--- config.mk ---
export PLATFORM = sky130hd
export DESIGN_NAME = flashseq_top
export DESIGN_NICKNAME = d
export VERILOG_FILES = /design/src/rtl/flashseq_pkg.sv /design/src/rtl/flashseq_ctrl.sv /design/src/rtl/flashseq_dp.sv /design/src/rtl/flashseq_top.sv
export SDC_FILE = /design/constraint.sdc
export NUM_CORES = 1
export LEC_CHECK = 0
export BUFFER_PORTS_ARGS = -buffer_cell sky130_fd_sc_hd__buf_2
export CORE_MARGIN = 3
export CORE_UTILIZATION = 55
export DETAILED_ROUTE_END_ITERATION = 10
export GPL_TIMING_DRIVEN = 0
export PLACE_DENSITY = 0.85
export SETUP_SLACK_MARGIN = 0.4
export SLEW_MARGIN = 20
export SYNTH_ARGS = -nofsm -noshare
export SYNTH_HDL_FRONTEND = slang
export SYNTH_SLANG_ARGS = --single-unit
--- constraint.sdc ---
create_clock -name clk -period 2.6 [get_ports clk]
set_clock_uncertainty 0.05 [all_clocks]
set_input_delay 0 -clock clk [delete_from_list [all_inputs] [get_ports clk]]
set_output_delay 0 -clock clk [all_outputs]
set_load 0.1 [all_outputs]
--- src/rtl/flashseq_pkg.sv ---
package flashseq_pkg;

  localparam logic [7:0] CMD_ERASE_SETUP = 8'h20;
  localparam logic [7:0] CMD_ERASE_GO    = 8'hD0;
  localparam logic [7:0] CMD_PROG_SETUP  = 8'h40;
  localparam logic [7:0] CMD_STATUS      = 8'h70;
  localparam logic [7:0] CMD_CLEAR       = 8'h50;
  localparam logic [7:0] CMD_READ_ARRAY  = 8'hFF;
  localparam logic [7:0] ERASED_BYTE     = 8'hFF;

  localparam int READY_BIT = 7;
  localparam int ERR_LO    = 3;
  localparam int ERR_W     = 3;

  // which byte the datapath places on the write bus
  typedef enum logic [2:0] {
    WS_ERASE_SETUP,
    WS_ERASE_GO,
    WS_PROG_SETUP,
    WS_DATA,
    WS_STATUS,
    WS_CLEAR,
    WS_READ_ARRAY
  } wsel_e;

  typedef enum logic [3:0] {
    S_IDLE,
    S_SRC,
    S_LOAD,
    S_CMD1,
    S_GAP,
    S_CMD2,
    S_PCMD,
    S_PRD,
    S_PEVAL,
    S_CLR,
    S_RST,
    S_VRD,
    S_VEVAL,
    S_DONE
  } seq_state_e;

  // strobes from control to datapath
  typedef struct packed {
    logic  wr;
    logic  rd;
    wsel_e wsel;
    logic  atTarget;
    logic  srcRd;
    logic  initOp;
    logic  nextAddr;
    logic  clrAddr;
    logic  gapLoad;
    logic  pollClr;
    logic  pollInc;
    logic  dataLoad;
    logic  statusEval;
    logic  verifyEval;
  } seq_ctl_t;

endpackage

--- src/rtl/flashseq_ctrl.sv ---
module flashseq_ctrl
  import flashseq_pkg::*;
(
  input  logic     clk,
  input  logic     rstN,
  input  logic     start,
  input  logic     opProgram,
  input  logic     lastAddr,
  input  logic     pollExpired,
  input  logic     readyBit,
  input  logic     gapDone,
  output seq_ctl_t ctl,
  output logic     isProg,
  output logic     busy,
  output logic     done
);

  seq_state_e state, nextState;
  logic isProgQ;

  assign isProg = isProgQ;
  assign busy   = (state != S_IDLE);
  assign done   = (state == S_DONE);

  always_ff @(posedge clk or negedge rstN) begin
    if (!rstN) begin
      state   <= S_IDLE;
      isProgQ <= 1'b0;
    end else begin
      state <= nextState;
      if (state == S_IDLE && start) isProgQ <= opProgram;
    end
  end

  always_comb begin
    ctl       = '0;
    nextState = state;
    unique case (state)
      S_IDLE: begin
        if (start) begin
          ctl.initOp = 1'b1;
          nextState  = opProgram ? S_SRC : S_CMD1;
        end
      end
      S_SRC: begin
        ctl.srcRd = 1'b1;
        nextState = S_LOAD;
      end
      S_LOAD: begin
        ctl.dataLoad = 1'b1;
        nextState    = S_CMD1;
      end
      S_CMD1: begin
        ctl.wr       = 1'b1;
        ctl.wsel     = isProgQ ? WS_PROG_SETUP : WS_ERASE_SETUP;
        ctl.atTarget = isProgQ;
        ctl.gapLoad  = 1'b1;
        nextState    = isProgQ ? S_GAP : S_CMD2;
      end
      S_GAP: begin
        if (gapDone) nextState = S_CMD2;
      end
      S_CMD2: begin
        ctl.wr       = 1'b1;
        ctl.wsel     = isProgQ ? WS_DATA : WS_ERASE_GO;
        ctl.atTarget = isProgQ;
        ctl.pollClr  = 1'b1;
        nextState    = S_PCMD;
      end
      S_PCMD: begin
        ctl.wr      = 1'b1;
        ctl.wsel    = WS_STATUS;
        ctl.pollInc = 1'b1;
        nextState   = S_PRD;
      end
      S_PRD: begin
        ctl.rd    = 1'b1;
        nextState = S_PEVAL;
      end
      S_PEVAL: begin
        ctl.statusEval = 1'b1;
        if (readyBit) begin
          if (isProgQ && !lastAddr) begin
            ctl.nextAddr = 1'b1;
            nextState    = S_SRC;
          end else begin
            nextState = S_CLR;
          end
        end else if (pollExpired) begin
          nextState = S_CLR;
        end else begin
          nextState = S_PCMD;
        end
      end
      S_CLR: begin
        ctl.wr      = 1'b1;
        ctl.wsel    = WS_CLEAR;
        ctl.clrAddr = 1'b1;
        nextState   = S_RST;
      end
      S_RST: begin
        ctl.wr    = 1'b1;
        ctl.wsel  = WS_READ_ARRAY;
        nextState = S_VRD;
      end
      S_VRD: begin
        ctl.rd       = 1'b1;
        ctl.atTarget = 1'b1;
        ctl.srcRd    = isProgQ;
        nextState    = S_VEVAL;
      end
      S_VEVAL: begin
        ctl.verifyEval = 1'b1;
        if (lastAddr) begin
          nextState = S_DONE;
        end else begin
          ctl.nextAddr = 1'b1;
          nextState    = S_VRD;
        end
      end
      S_DONE: nextState = S_IDLE;
      default: nextState = S_IDLE;
    endcase
  end

  // end-of-job pulse lasts one cycle and only appears inside a job
  assert_done_single_R9: assert property (@(posedge clk) disable iff (!rstN)
    done |=> !done);
  assert_done_in_job_R9: assert property (@(posedge clk) disable iff (!rstN)
    done |-> busy && !ctl.wr && !ctl.rd);

endmodule

--- src/rtl/flashseq_dp.sv ---
module flashseq_dp
  import flashseq_pkg::*;
#(
  parameter int BANK_W     = 1,
  parameter int OFS_W      = 13,
  parameter int POLL_LIMIT = 1000000,
  parameter int GAP_CYCLES = 250,
  parameter int POLL_W     = 20,
  parameter int GAP_W      = 8
) (
  input  logic                    clk,
  input  logic                    rstN,
  input  seq_ctl_t                ctl,
  input  logic                    isProg,
  input  logic [BANK_W-1:0]       bankSel,
  input  logic [7:0]              flashRdata,
  input  logic [7:0]              srcData,
  output logic [BANK_W+OFS_W-1:0] flashAddr,
  output logic [7:0]              flashWdata,
  output logic                    flashWe,
  output logic                    flashRe,
  output logic [OFS_W-1:0]        srcAddr,
  output logic                    srcRe,
  output logic                    lastAddr,
  output logic                    pollExpired,
  output logic                    readyBit,
  output logic                    gapDone,
  output logic                    verifyErr,
  output logic                    timeout,
  output logic [ERR_W-1:0]        statusErr
);

  logic [BANK_W-1:0] bankQ;
  logic [OFS_W-1:0]  addrQ;
  logic [7:0]        dataQ;
  logic [POLL_W-1:0] pollCnt;
  logic [GAP_W-1:0]  gapCnt;
  logic [7:0]        expectByte;

  assign flashAddr = {bankQ, (ctl.atTarget ? addrQ : {OFS_W{1'b0}})};
  assign flashWe   = ctl.wr;
  assign flashRe   = ctl.rd;
  assign srcAddr   = addrQ;
  assign srcRe     = ctl.srcRd;

  always_comb begin
    unique case (ctl.wsel)
      WS_ERASE_SETUP: flashWdata = CMD_ERASE_SETUP;
      WS_ERASE_GO:    flashWdata = CMD_ERASE_GO;
      WS_PROG_SETUP:  flashWdata = CMD_PROG_SETUP;
      WS_DATA:        flashWdata = dataQ;
      WS_STATUS:      flashWdata = CMD_STATUS;
      WS_CLEAR:       flashWdata = CMD_CLEAR;
      WS_READ_ARRAY:  flashWdata = CMD_READ_ARRAY;
      default:        flashWdata = CMD_READ_ARRAY;
    endcase
  end

  assign lastAddr    = &addrQ;
  assign pollExpired = (pollCnt >= POLL_W'(POLL_LIMIT));
  assign readyBit    = flashRdata[READY_BIT];
  assign gapDone     = (gapCnt == '0);
  assign expectByte  = isProg ? srcData : ERASED_BYTE;

  always_ff @(posedge clk or negedge rstN) begin
    if (!rstN) begin
      bankQ     <= '0;
      addrQ     <= '0;
      dataQ     <= '0;
      pollCnt   <= '0;
      gapCnt    <= '0;
      verifyErr <= 1'b0;
      timeout   <= 1'b0;
      statusErr <= '0;
    end else begin
      if (ctl.initOp) begin
        bankQ     <= bankSel;
        addrQ     <= '0;
        pollCnt   <= '0;
        verifyErr <= 1'b0;
        timeout   <= 1'b0;
        statusErr <= '0;
      end else if (ctl.clrAddr) begin
        addrQ <= '0;
      end else if (ctl.nextAddr) begin
        addrQ <= addrQ + 1'b1;
      end

      if (ctl.dataLoad) dataQ <= srcData;

      if (ctl.gapLoad)        gapCnt <= GAP_W'(GAP_CYCLES - 1);
      else if (gapCnt != '0)  gapCnt <= gapCnt - 1'b1;

      if (ctl.pollClr)      pollCnt <= '0;
      else if (ctl.pollInc) pollCnt <= pollCnt + 1'b1;

      if (ctl.statusEval) begin
        if (readyBit) statusErr <= statusErr | flashRdata[ERR_LO +: ERR_W];
        else if (pollExpired) timeout <= 1'b1;
      end

      if (ctl.verifyEval && (flashRdata != expectByte)) verifyErr <= 1'b1;
    end
  end

  // the poll counter never passes its budget, and a timeout is only raised at it
  assert_poll_bound_R5: assert property (@(posedge clk) disable iff (!rstN)
    pollCnt <= POLL_W'(POLL_LIMIT));
  assert_timeout_at_limit_R5: assert property (@(posedge clk) disable iff (!rstN)
    $rose(timeout) |-> pollCnt == POLL_W'(POLL_LIMIT));

endmodule

--- src/rtl/flashseq_top.sv ---
module flashseq_top
  import flashseq_pkg::*;
#(
  parameter int BANK_BYTES = 8192,
  parameter int NUM_BANKS  = 2,
  parameter int POLL_LIMIT = 1000000,
  parameter int GAP_CYCLES = 250,
  localparam int OFS_W  = $clog2(BANK_BYTES),
  localparam int BANK_W = (NUM_BANKS > 1) ? $clog2(NUM_BANKS) : 1,
  localparam int FA_W   = BANK_W + OFS_W
) (
  input  logic              clk,
  input  logic              rstN,
  input  logic              start,
  input  logic              opProgram,
  input  logic [BANK_W-1:0] bankSel,
  output logic [FA_W-1:0]   flashAddr,
  output logic [7:0]        flashWdata,
  output logic              flashWe,
  output logic              flashRe,
  input  logic [7:0]        flashRdata,
  output logic [OFS_W-1:0]  srcAddr,
  output logic              srcRe,
  input  logic [7:0]        srcData,
  output logic              busy,
  output logic              done,
  output logic              verifyErr,
  output logic              timeout,
  output logic [ERR_W-1:0]  statusErr
);

  localparam int POLL_W = $clog2(POLL_LIMIT + 1);
  localparam int GAP_W  = (GAP_CYCLES > 1) ? $clog2(GAP_CYCLES + 1) : 1;

  seq_ctl_t ctl;
  logic isProg, lastAddr, pollExpired, readyBit, gapDone;

  flashseq_ctrl u_ctrl (
    .clk        (clk),
    .rstN       (rstN),
    .start      (start),
    .opProgram  (opProgram),
    .lastAddr   (lastAddr),
    .pollExpired(pollExpired),
    .readyBit   (readyBit),
    .gapDone    (gapDone),
    .ctl        (ctl),
    .isProg     (isProg),
    .busy       (busy),
    .done       (done)
  );

  flashseq_dp #(
    .BANK_W    (BANK_W),
    .OFS_W     (OFS_W),
    .POLL_LIMIT(POLL_LIMIT),
    .GAP_CYCLES(GAP_CYCLES),
    .POLL_W    (POLL_W),
    .GAP_W     (GAP_W)
  ) u_dp (
    .clk        (clk),
    .rstN       (rstN),
    .ctl        (ctl),
    .isProg     (isProg),
    .bankSel    (bankSel),
    .flashRdata (flashRdata),
    .srcData    (srcData),
    .flashAddr  (flashAddr),
    .flashWdata (flashWdata),
    .flashWe    (flashWe),
    .flashRe    (flashRe),
    .srcAddr    (srcAddr),
    .srcRe      (srcRe),
    .lastAddr   (lastAddr),
    .pollExpired(pollExpired),
    .readyBit   (readyBit),
    .gapDone    (gapDone),
    .verifyErr  (verifyErr),
    .timeout    (timeout),
    .statusErr  (statusErr)
  );

  // the erase confirm byte is always preceded by the erase setup byte
  assert_erase_pair_R2: assert property (@(posedge clk) disable iff (!rstN)
    (ctl.wr && ctl.wsel == WS_ERASE_GO) |->
      ($past(flashWe) && $past(flashWdata) == CMD_ERASE_SETUP && $past(flashAddr) == flashAddr));

  // the program setup write is followed by at least one idle cycle
  assert_setup_gap_R3: assert property (@(posedge clk) disable iff (!rstN)
    (ctl.wr && ctl.wsel == WS_PROG_SETUP) |=> !flashWe);

  // a status request is followed by a read of the same address
  assert_poll_read_R4: assert property (@(posedge clk) disable iff (!rstN)
    (ctl.wr && ctl.wsel == WS_STATUS) |=> (flashRe && flashAddr == $past(flashAddr)));

  // clear status is followed by the return to array read at the same address
  assert_wrapup_R6: assert property (@(posedge clk) disable iff (!rstN)
    (ctl.wr && ctl.wsel == WS_CLEAR) |=>
      (flashWe && flashWdata == CMD_READ_ARRAY && flashAddr == $past(flashAddr)));

endmodule

==> results_dict.tcl, run 1 <==
set metrics [dict create \
    grt_usage_pct 27.8 \
    cp_slowest_cell "buf_2" \
    worstPathMaxFanout 7 \
    worstPathCellList "buf_6, buf_4, nand2b_1, o22ai_4, and3_1, buf_2" \
    ant_nets 0 \
    tns_ps 0 \
    netlist_area_um2 3590 \
    place.gp.congestion 0.952 \
    clock-sinks 60 \
    cpLargestDelayFamily "buffers and inverters" \
    peakVddDrop_v 0.00104 \
    synth_edf_count 0 \
    syn_nets 439 \
    seq_area_um2 1510 \
    slew_headroom_pct 48.3 \
    tightest_slew_ps 771 \
    grt_start_max_net_pins 61 \
    finalHoldViolations 0 \
    nets 533 \
    design_area_um2 4600 \
    die_h_um 86.8 \
    tritoncts "built" \
    dp_hpwl_mm 6.58 \
    core_um2 6130 \
    initial_core_util_pct 58.6 \
    clkTransAtPathRegs_ps 70 \
    antennaDiodeCount 0 \
    die-area_um2 7530 \
    gr-total-overflow 0 \
    vias 3584 \
    maxCapViolCount 0 \
    period_share_pct 82.0 \
    post-route-min-period_ps 2130 \
    rsz0062_at_grt "yes" \
    yosys.cell_types.count 55 \
    drive_gt1_share_pct 26.2 \
    wire_per_inst_um 17.2 \
    placed_area_um2 4040 \
    total_power_mw 4.87 \
    critical_path_required_ps 2550 \
    whs_path_depth 4 \
    grt_first_pass_wirelength_mm 16.5 \
    cts-root-buf "clkbuf_8" \
    die_w_um 86.8 \
    synth_seq_cells 60 \
    wl_mm 10.1 \
    r2r.worst_path.cells 6 \
    layout_commonest_cell "dfrtp_1" \
    drt_iter0_markers 287 \
    row_count 28 \
    ys_seq_area_share_pct 41.8 \
    clock_latency_ps 350 \
    antenna_found_initial 0 \
    fillers 403 \
    critPathMaxStageDelay_ps 420 \
    setup_violations 0 \
    ios 66 \
    port_buffers 65 \
    yosysWarnings 0 \
    status "completed" \
    crit_type "reg -> out" \
    power_density_nw_per_um2 1060 \
    synth_ff_type "dfrtp_1" \
    fin_hold_ws_ps 120 \
    min_path_type "in -> reg" \
    firstDrtPassIters 6 \
    cts_buffers 9 \
    path_depth 6 \
    arrival_ps 2080 \
    drc_errors 0 \
    slew_violations 0 \
    critPathLaunchType "flop" \
    final_cell_mix "dfrtp_1, nand2_1, buf_2" \
    async_flop_share_pct 100 \
    cp_num_buf_inv 3 \
    multi_input_area_um2 2040 \
    cts-htree-levels 3 \
    syn_inst 413 \
    area_delta_synth_final_pct 28.2 \
    avgSynthCellArea_um2 8.69 \
    cp-end-kind "output port" \
    grt_pass1_vias 3575 \
    max_freq_mhz 469 \
    leakagePower_nw 2.11 \
    vias_per_cell 6.11 \
    cts_max_path_buffers 2 \
]
final cells by class:
class	instances	area share [%]
multi-input combinational	315	44.3
sequential	60	32.8
timing repair buffer	83	13.2
clock buffer	15	3.83
buffer	19	2.20
tap	75	2.04
inverter	19	1.55
clock inverter	1	0.109
layer usage:
layer	global-route usage, %	part of all wire [%]	wire length, um
met1	31.7	40	4080
met5	0	0	0
met2	49.8	52	5230
met3	5.70	5.5	559
met4	12.2	2.4	246
cells by family (layout without fill, tap and decap cells):
kind of cell / count (synthesis) / in the layout / synth area share, %
adder cells (fa/ha/maj): 5 / 5 / 1.74
flip-flops: 60 / 60 / 41.8
AND/OR/NAND/NOR: 183 / 183 / 26.5
buffers and inverters: 38 / 137 / 4.18
multiplexers: 10 / 10 / 3.07
XOR/XNOR: 26 / 26 / 6.34
AO/OA/AOI/OAI: 91 / 91 / 16.4
sequential cells by signal, indices dropped and copies added, names as in the netlist:
signal and flops:
u_dp.dataQ 8, u_dp.gapCnt 8, u_dp.timeout 1, u_ctrl.isProg 1, u_dp.statusErr 3, u_dp.srcAddr 13
u_dp.bankQ 1, u_dp.verifyErr 1, u_ctrl.state 4, u_dp.pollCnt 20
synth_stat cells (4+ instances only):
library cell	number	area, um2
a21o_1	7	52.6
a21oi_1	20	100
and3_1	17	106
clkbuf_1	15	56.3
dfrtp_1	60	1500
ha_1	5	62.6
inv_1	19	71.3
mux2_2	8	90.1
nand2_1	49	184
nand2b_1	8	50.1
nand3_1	14	70.1
nand4_1	12	75.1
nor2_1	41	154
nor2b_1	4	25.0
nor3_1	8	40.0
nor4_1	4	25.0
o21ai_0	27	135
o22ai_1	6	37.5
o31ai_1	8	60.1
or2_2	4	25.0
xnor2_1	15	131
xor2_1	11	96.3
path summary, 6_finish.rpt:
| path | slack, ps | end | from |
|---|---|---|---|
| worst max-delay path | 470 | flashAddr[12] | u_ctrl.state[2] |
| min in group asynchronous | 220 | u_ctrl.state[1] | rstN |
| worst min-delay path | 120 | u_ctrl.state[1] | start |
| worst max register to register | 470 | u_dp.pollCnt[18] | u_ctrl.state[2] |
| worst min register to register | 440 | u_dp.statusErr[0] | u_dp.statusErr[0] |
| max in group asynchronous | 1720 | u_dp.srcAddr[0] | rstN |
repair_timing:
item                                    4_1_cts  5_1_grt
hold buffers                                 14        0
endpoints found under the hold margin        74        0
gates resized for setup                      32       40
buffers inserted                              1        3
endpoints found under the setup margin       33       45
pin swaps                                     1        8
cloned                                        0        0
where the power goes:
group / leakage, nW / switching, mW / internal, mW
sequential: 0.773 / 0.160 / 1.14
clock: 0.0937 / 0.371 / 0.424
combinational: 1.25 / 1.97 / 0.799
stage by stage:
| stage | util (%) | setup WS (ps) | instances |
|---|---|---|---|
| floorplan | - | 126 | 413 |
| global placement | 65.9 | 349 | 553 |
| detailed placement | 65.9 | 281 | 553 |
| CTS | 72.7 | 337 | 584 |
| global route | 75.0 | 363 | 587 |
| finish | 75.0 | 468 | 587 |
worst register-to-register path: cells and delay by family, from the launching register on:
family	cells	cell delay, ps
compound gates	1	500
xor+xnor	1	120
buf+inv	1	130
flops	1	380
simple gates	3	820
Note: power is estimated with default switching activity, not from simulation.
==> inputs of run 2 (changes only) <==
--- a/config.mk
+++ b/config.mk
@@ -7,10 +7,10 @@
 export LEC_CHECK = 0
 export BUFFER_PORTS_ARGS = -buffer_cell sky130_fd_sc_hd__buf_2
 export CORE_MARGIN = 3
-export CORE_UTILIZATION = 55
+export CORE_UTILIZATION = 51
 export DETAILED_ROUTE_END_ITERATION = 10
 export GPL_TIMING_DRIVEN = 0
-export PLACE_DENSITY = 0.85
+export PLACE_DENSITY = 0.83
 export SETUP_SLACK_MARGIN = 0.4
 export SLEW_MARGIN = 20
 export SYNTH_ARGS = -nofsm -noshare
==> constraint.sdc (replaced) <==
create_clock -name clk -period 1.8 [get_ports clk]
set_clock_uncertainty 0.05 [all_clocks]
set_input_delay 0 -clock clk [delete_from_list [all_inputs] [get_ports clk]]
set_output_delay 0 -clock clk [all_outputs]
set_load 0.1 [all_outputs]
==> run 2 against run 1 <==
Effect of this change:
- the flow now stops in 5_1_grt
- synthesized cell count unchanged
- synthesized area unchanged
==> results_dict.tcl, run 2 <==
set metrics [dict create \
    place_inst 571 \
    initial_core_util_pct 54.7 \
    yosys.cell_types.count 55 \
    row_count 29 \
    placed_area_um2 4540 \
    grt_start_max_net_pins 61 \
    syn_inst 413 \
    ys_seq_area_share_pct 41.8 \
    pre_cts_ws_ps -401 \
    die_w_um 89.9 \
    avgSynthCellArea_um2 8.69 \
    ios 66 \
    clock-sinks 60 \
    tool.error "[ERROR DPL-0038] Utilization greater than 100%, impossible to legalize" \
    synth.most_common_cell "dfrtp_1" \
    synthTopCellsByArea "dfrtp_1, nand2_1, nor2_1, o21ai_0, xnor2_1" \
    synth_common_cells "dfrtp_1, nand2_1, nor2_1" \
    dp_hpwl_mm 6.69 \
    synth_ff_type "dfrtp_1" \
    worst-ep-kind "sequential cell input" \
    async_flop_share_pct 100 \
    yosysWarnings 0 \
    syn_nets 439 \
    lastStage "5_1_grt" \
    cts_max_path_buffers 2 \
    cts-root-buf "clkbuf_8" \
    cts-htree-levels 3 \
    port_buffers 65 \
    synth_seq_cells 60 \
    cts_buffers 9 \
    synth_top_area_share_pct 41.8 \
    grt-worst-endpoint "u_dp.pollCnt[12]$_DFFE_PN0P_/D" \
    status "aborted with a tool error" \
    place.gp.congestion 0.886 \
    die_h_um 89.9 \
    synth_edf_count 0 \
    netlist_area_um2 3590 \
    netlist.top_cell.by_area "dfrtp_1" \
]
-- run 2: cell counts after synthesis --
No cell type changed its count.
-- run 2: per-stage QoR --
step | TNS (ps) | hold slack [ps]
detailed placement | -10130 | 67.3
CTS | -5400 | 9.09
floorplan | -1320 | -346
global placement | -7150 | 182
-- run 2: cell families after synthesis --
| family | count (synthesis) | share of synthesized area, % |
|---|---|---|
| simple gates | 183 | 26.5 |
| xor+xnor | 26 | 6.34 |
| mux | 10 | 3.07 |
| fa+ha+maj | 5 | 1.74 |
| buf+inv | 38 | 4.18 |
| flops | 60 | 41.8 |
| compound gates | 91 | 16.4 |
-- run 2: repair_timing --
action | in CTS
endpoints found under the hold margin | 74
endpoints found under the setup margin | 86
gates cloned | 3
pin swaps | 53
gates resized for setup | 254
buffers inserted | 50
hold buffers | 14
==> inputs of run 3 (changes only) <==
--- a/config.mk
+++ b/config.mk
@@ -7,11 +7,10 @@
 export LEC_CHECK = 0
 export BUFFER_PORTS_ARGS = -buffer_cell sky130_fd_sc_hd__buf_2
 export CORE_MARGIN = 3
-export CORE_UTILIZATION = 51
+export CORE_UTILIZATION = 40
 export DETAILED_ROUTE_END_ITERATION = 10
 export GPL_TIMING_DRIVEN = 0
-export PLACE_DENSITY = 0.83
-export SETUP_SLACK_MARGIN = 0.4
+export PLACE_DENSITY_LB_ADDON = 0.15
 export SLEW_MARGIN = 20
 export SYNTH_ARGS = -nofsm -noshare
 export SYNTH_HDL_FRONTEND = slang
==> constraint.sdc (replaced) <==
create_clock -name clk -period 2.3 [get_ports clk]
set_clock_uncertainty 0.05 [all_clocks]
set_input_delay 0 -clock clk [delete_from_list [all_inputs] [get_ports clk]]
set_output_delay 0 -clock clk [all_outputs]
set_load 0.1 [all_outputs]
==> run 3 against run 2 <==
Effect of this change:
- the run now ends clean
==> results_dict.tcl, run 3 (synthesized netlist as in run 1, its figures left out) <==
set metrics [dict create \
    fin_hold_ws_ps 28.6 \
    grt_first_pass_wirelength_mm 15.8 \
    min_path_type "in -> async" \
    design_area_um2 4600 \
    clkPwrFrac_pct 21.1 \
    clock_latency_ps 350 \
    ant_nets 0 \
    peakVddDrop_v 0.00126 \
    rsz0062_at_grt "no" \
    wl_mm 9.15 \
    seqPwrFrac_pct 26.0 \
    cts-htree-levels 3 \
    clkTransAtPathRegs_ps 70 \
    wire_per_inst_um 14.9 \
    antennaDiodeCount 0 \
    place.gp.congestion 0.893 \
    leakagePower_nw 2.11 \
    timing.rr.start "u_ctrl.state[2]" \
    maxCapViolCount 0 \
    r2r.worst_path.cells 6 \
    grt_pass1_vias 3338 \
    cp_common_cell "buf_2" \
    clock-sinks 60 \
    row_count 33 \
    cp_slowest_cell "dfrtp_1" \
    switching_share_pct 48.9 \
    finalHoldViolations 0 \
    die_w_um 101 \
    setup_violations 0 \
    post_cts_buffers 0 \
    r2r-end "u_dp.pollCnt[17]" \
    status "completed" \
    tritoncts "built" \
    vias_per_cell 5.48 \
    post-route-min-period_ps 2180 \
    die-area_um2 10100 \
    utilization_pct 54.3 \
    dp_hpwl_mm 6.76 \
    slew_headroom_pct 45.7 \
    worstPathCellList "buf_2, nor2b_4, nand2_1, o22ai_2, buf_2, and3_1, buf_4" \
    grt_start_max_net_pins 43 \
    initial_core_util_pct 42.4 \
    regMostFlops "u_dp.pollCnt" \
    rrSetupSlack_ps 150 \
    vias 3362 \
    cts-root-buf "clkbuf_8" \
    p_int_mw 2.85 \
    critical_path_required_ps 2250 \
    drive_gt1_share_pct 24.2 \
    drc_errors 0 \
    tightest_slew_ps 809 \
    p_switching_mw 2.73 \
    critPathLaunchType "flop" \
    cp-end-kind "output port" \
    tns_ps 0 \
    arrival_ps 2130 \
    fillers 771 \
    power_density_nw_per_um2 1210 \
    worstPathMaxFanout 10 \
    port_buffers 65 \
    core_um2 8460 \
    total_power_mw 5.58 \
    ios 66 \
    die_h_um 101 \
    area_delta_synth_final_pct 28.1 \
    largest_register_ffs 20 \
    nets 530 \
    critPathMaxStageDelay_ps 320 \
    crit_type "reg -> out" \
    layout_commonest_cell "dfrtp_1" \
    grt_usage_pct 19.2 \
    antenna_found_initial 0 \
    startpoint "u_ctrl.state[2]" \
    cts_buffers 9 \
    drt_iter0_markers 120 \
    max_freq_mhz 460 \
    cts_max_path_buffers 2 \
    final_cell_mix "dfrtp_1, nand2_1, buf_2" \
    placed_area_um2 4100 \
    gr-total-overflow 0 \
    period_share_pct 94.6 \
    slew_violations 0 \
    comb_power_share_pct 52.8 \
    firstDrtPassIters 4 \
]
## run 3: worst max-delay path by stage
stage / slack (ps) / cells after the start / to
after floorplan: -170 / 5 / flashWdata[4]
after global placement: -60 / 7 / flashAddr[3]
after detailed placement: -90 / 7 / flashAddr[5]
after CTS: 3 / 5 / u_dp.pollCnt[14]
after global routing: 0.6 / 7 / flashAddr[10]
final: 120 / 7 / flashAddr[9]
## run 3: through the flow
stage | instances | setup WS (ps)
global placement | 583 | -62.0
floorplan | 413 | -174
global route | 614 | 0.580
CTS | 614 | 3.06
finish | 614 | 124
detailed placement | 584 | -93.3
## run 3: repair_timing
action	in CTS	in global routing
hold buffers	14	0
gates resized for setup	24	21
pin swaps	0	0
hold endpoints to repair	74	0
cloned	0	0
endpoints found under the setup margin	22	31
## run 3: per-layer routing
layer	GRT usage [%]	share of wire [%]
met3	4.36	3.5
met4	7.25	1.7
met2	31.0	48
met1	25.0	47
met5	0	0
## run 3: cell type report
type / count / area [um2] / share of cell area [%]
Buffer: 19 / 87.6 / 1.90
Timing Repair Buffer: 80 / 572 / 12.4
Clock inverter: 5 / 100 / 2.18
Sequential cell: 60 / 1500 / 32.7
Tap cell: 105 / 131 / 2.86
Clock buffer: 11 / 141 / 3.07
Inverter: 19 / 71.3 / 1.55
Multi-Input combinational cell: 315 / 1990 / 43.3
## run 3: power by group through the flow
| stage | clock, mW | sequential (mW) | combinational [mW] |
|---|---|---|---|
| detailed placement | 0 | 1.47 | 2.83 |
| CTS | 1.19 | 1.45 | 2.91 |
| floorplan | 0 | 1.64 | 2.09 |
| global route | 1.24 | 1.49 | 3.21 |
| finish | 1.18 | 1.45 | 2.95 |
| global placement | 0 | 1.47 | 2.80 |
## run 3: worst max-delay path, delay by kind of cell, from the launching register on
kind | cells | cell delay, ps
and+or+nand+nor | 3 | 510
AOI/OAI and AO/OA | 1 | 220
buffers and inverters | 3 | 720
DFF | 1 | 320
==> inputs of run 4 (changes only) <==
--- a/config.mk
+++ b/config.mk
@@ -7,7 +7,7 @@
 export LEC_CHECK = 0
 export BUFFER_PORTS_ARGS = -buffer_cell sky130_fd_sc_hd__buf_2
 export CORE_MARGIN = 3
-export CORE_UTILIZATION = 40
+export CORE_UTILIZATION = 35
 export DETAILED_ROUTE_END_ITERATION = 10
 export GPL_TIMING_DRIVEN = 0
 export PLACE_DENSITY_LB_ADDON = 0.15
==> run 4 against run 3 <==
Effect of this change:
- worst setup slack lost 11 ps
- highest routed layer unchanged
- critical path depth is the same
- sequential share of layout area shrank 0.12 points
==> results_dict.tcl, run 4 (synthesized netlist as in run 1, its figures left out) <==
set metrics [dict create \
    gr-total-overflow 0 \
    crit_type "reg -> out" \
    wl_mm 9.35 \
    post-route-min-period_ps 2190 \
    post_cts_buffers 0 \
    drive_gt1_share_pct 24.6 \
    cp_slowest_cell "dfrtp_1" \
    total_power_mw 5.46 \
    switching_share_pct 50.2 \
    rsz0062_at_grt "yes" \
    tns_ps 0 \
    arrival_ps 2140 \
    port_buffers 65 \
    slew_violations 0 \
    antenna_found_initial 0 \
    row_count 36 \
    place.gp.congestion 0.813 \
    cts-htree-levels 3 \
    antennaDiodeCount 0 \
    maxCapViolCount 0 \
    grt_first_pass_wirelength_mm 15.7 \
    clock_latency_ps 340 \
    p_int_mw 2.72 \
    fin_hold_ws_ps 41.1 \
    initial_core_util_pct 36.4 \
    grt_start_max_net_pins 43 \
    finalHoldViolations 0 \
    layout_commonest_cell "dfrtp_1" \
    cts-root-buf "clkbuf_8" \
    period_share_pct 95.1 \
    drc_errors 0 \
    grt_usage_pct 16.9 \
    worstPathCellList "buf_2, nor2b_4, nand2_1, o22ai_2, clkbuf_2, and3_1, buf_6" \
    p_switching_mw 2.74 \
    seqPwrFrac_pct 26.8 \
    die-area_um2 11500 \
    regMostFlops "u_dp.pollCnt" \
    largest_register_ffs 20 \
    tritoncts "built" \
    tightest_slew_ps 746 \
    ios 66 \
    die_w_um 107 \
    setup_violations 0 \
    vias 3362 \
    clkPwrFrac_pct 19.3 \
    max_freq_mhz 457 \
    worstPathMaxFanout 10 \
    final_cell_mix "dfrtp_1, buf_2, nand2_1" \
    power_density_nw_per_um2 1180 \
    min_path_type "in -> async" \
    critical_path_required_ps 2250 \
    clock-sinks 60 \
    critPathLaunchType "flop" \
    cpLargestDelayFamily "buffers and inverters" \
    critPathMaxStageDelay_ps 310 \
    drt_iter0_markers 130 \
    cts_max_path_buffers 2 \
    comb_power_share_pct 54.0 \
    cp-end-kind "output port" \
    wire_per_inst_um 14.6 \
    peakVddDrop_v 0.000840 \
    grt_pass1_vias 3216 \
    area_delta_synth_final_pct 28.6 \
    cp_num_buf_inv 3 \
    core_um2 9860 \
    cts_buffers 9 \
    vias_per_cell 5.24 \
    nets 530 \
    leakagePower_nw 2.10 \
    ant_nets 0 \
    die_h_um 107 \
    status "completed" \
    slew_headroom_pct 49.9 \
    dp_hpwl_mm 6.70 \
    firstDrtPassIters 4 \
    clkTransAtPathRegs_ps 70 \
]
==> run 4: metal layers <==
metal	global-route usage, %	vias up	wire length, um
met2	26.8	81	4410
li1	-	1658	-
met4	5.75	0	152
met5	0	-	0
met1	23.1	1607	4400
met3	3.54	16	392
==> run 4: per-stage QoR <==
step                area [um2]  setup WS, ps  cells  utilization [%]
floorplan                 3610          -174    413                -
global placement          4110         -88.3    611             41.6
detailed placement        4130         -40.2    612             41.9
CTS                       4540          3.30    642             46.0
global route              4620         -16.9    642             46.8
finish                    4620           113    642             46.8
==> run 4: worst paths after layout <==
| path | slack [ps] | depth (start not counted) | end | startpoint |
|---|---|---|---|---|
| worst max-delay path | 110 | 7 | flashAddr[3] | u_ctrl.state[2] |
| worst min-delay path | 40 | 2 | u_dp.gapCnt[3] | rstN |
| worst max register to register | 150 | 6 | u_dp.pollCnt[17] | u_ctrl.state[2] |
| min in group clk | 120 | 4 | u_ctrl.state[0] | start |
| max in group asynchronous | 1620 | 3 | u_dp.srcAddr[1] | rstN |
| worst min register to register | 440 | 2 | u_dp.verifyErr | u_dp.verifyErr |
==> run 4: power groups by stage <==
stage               Sequential, mW  Combinational, mW  Clock, mW
floorplan                     1.64               2.09          0
global route                  1.50               3.19       1.12
CTS                           1.46               2.91       1.08
finish                        1.46               2.95       1.05
detailed placement            1.48               2.84          0
global placement              1.47               2.82          0
==> run 4: layout make-up <==
class	count	area, um2
repair buffers	80	569
plain buffers	19	87.6
inverters	19	71.3
fillers	936	5250
flip-flops and latches	60	1500
well taps	133	166
clock inverters	3	42.5
clock buffers	13	179
multi-input cells	315	2000
==> run 4: what timing repair did <==
| item | CTS | global route |
|---|---|---|
| gates resized for setup | 20 | 24 |
| hold buffers | 14 | 0 |
| endpoints found under the hold margin | 74 | 0 |
| setup endpoints to repair | 23 | 29 |
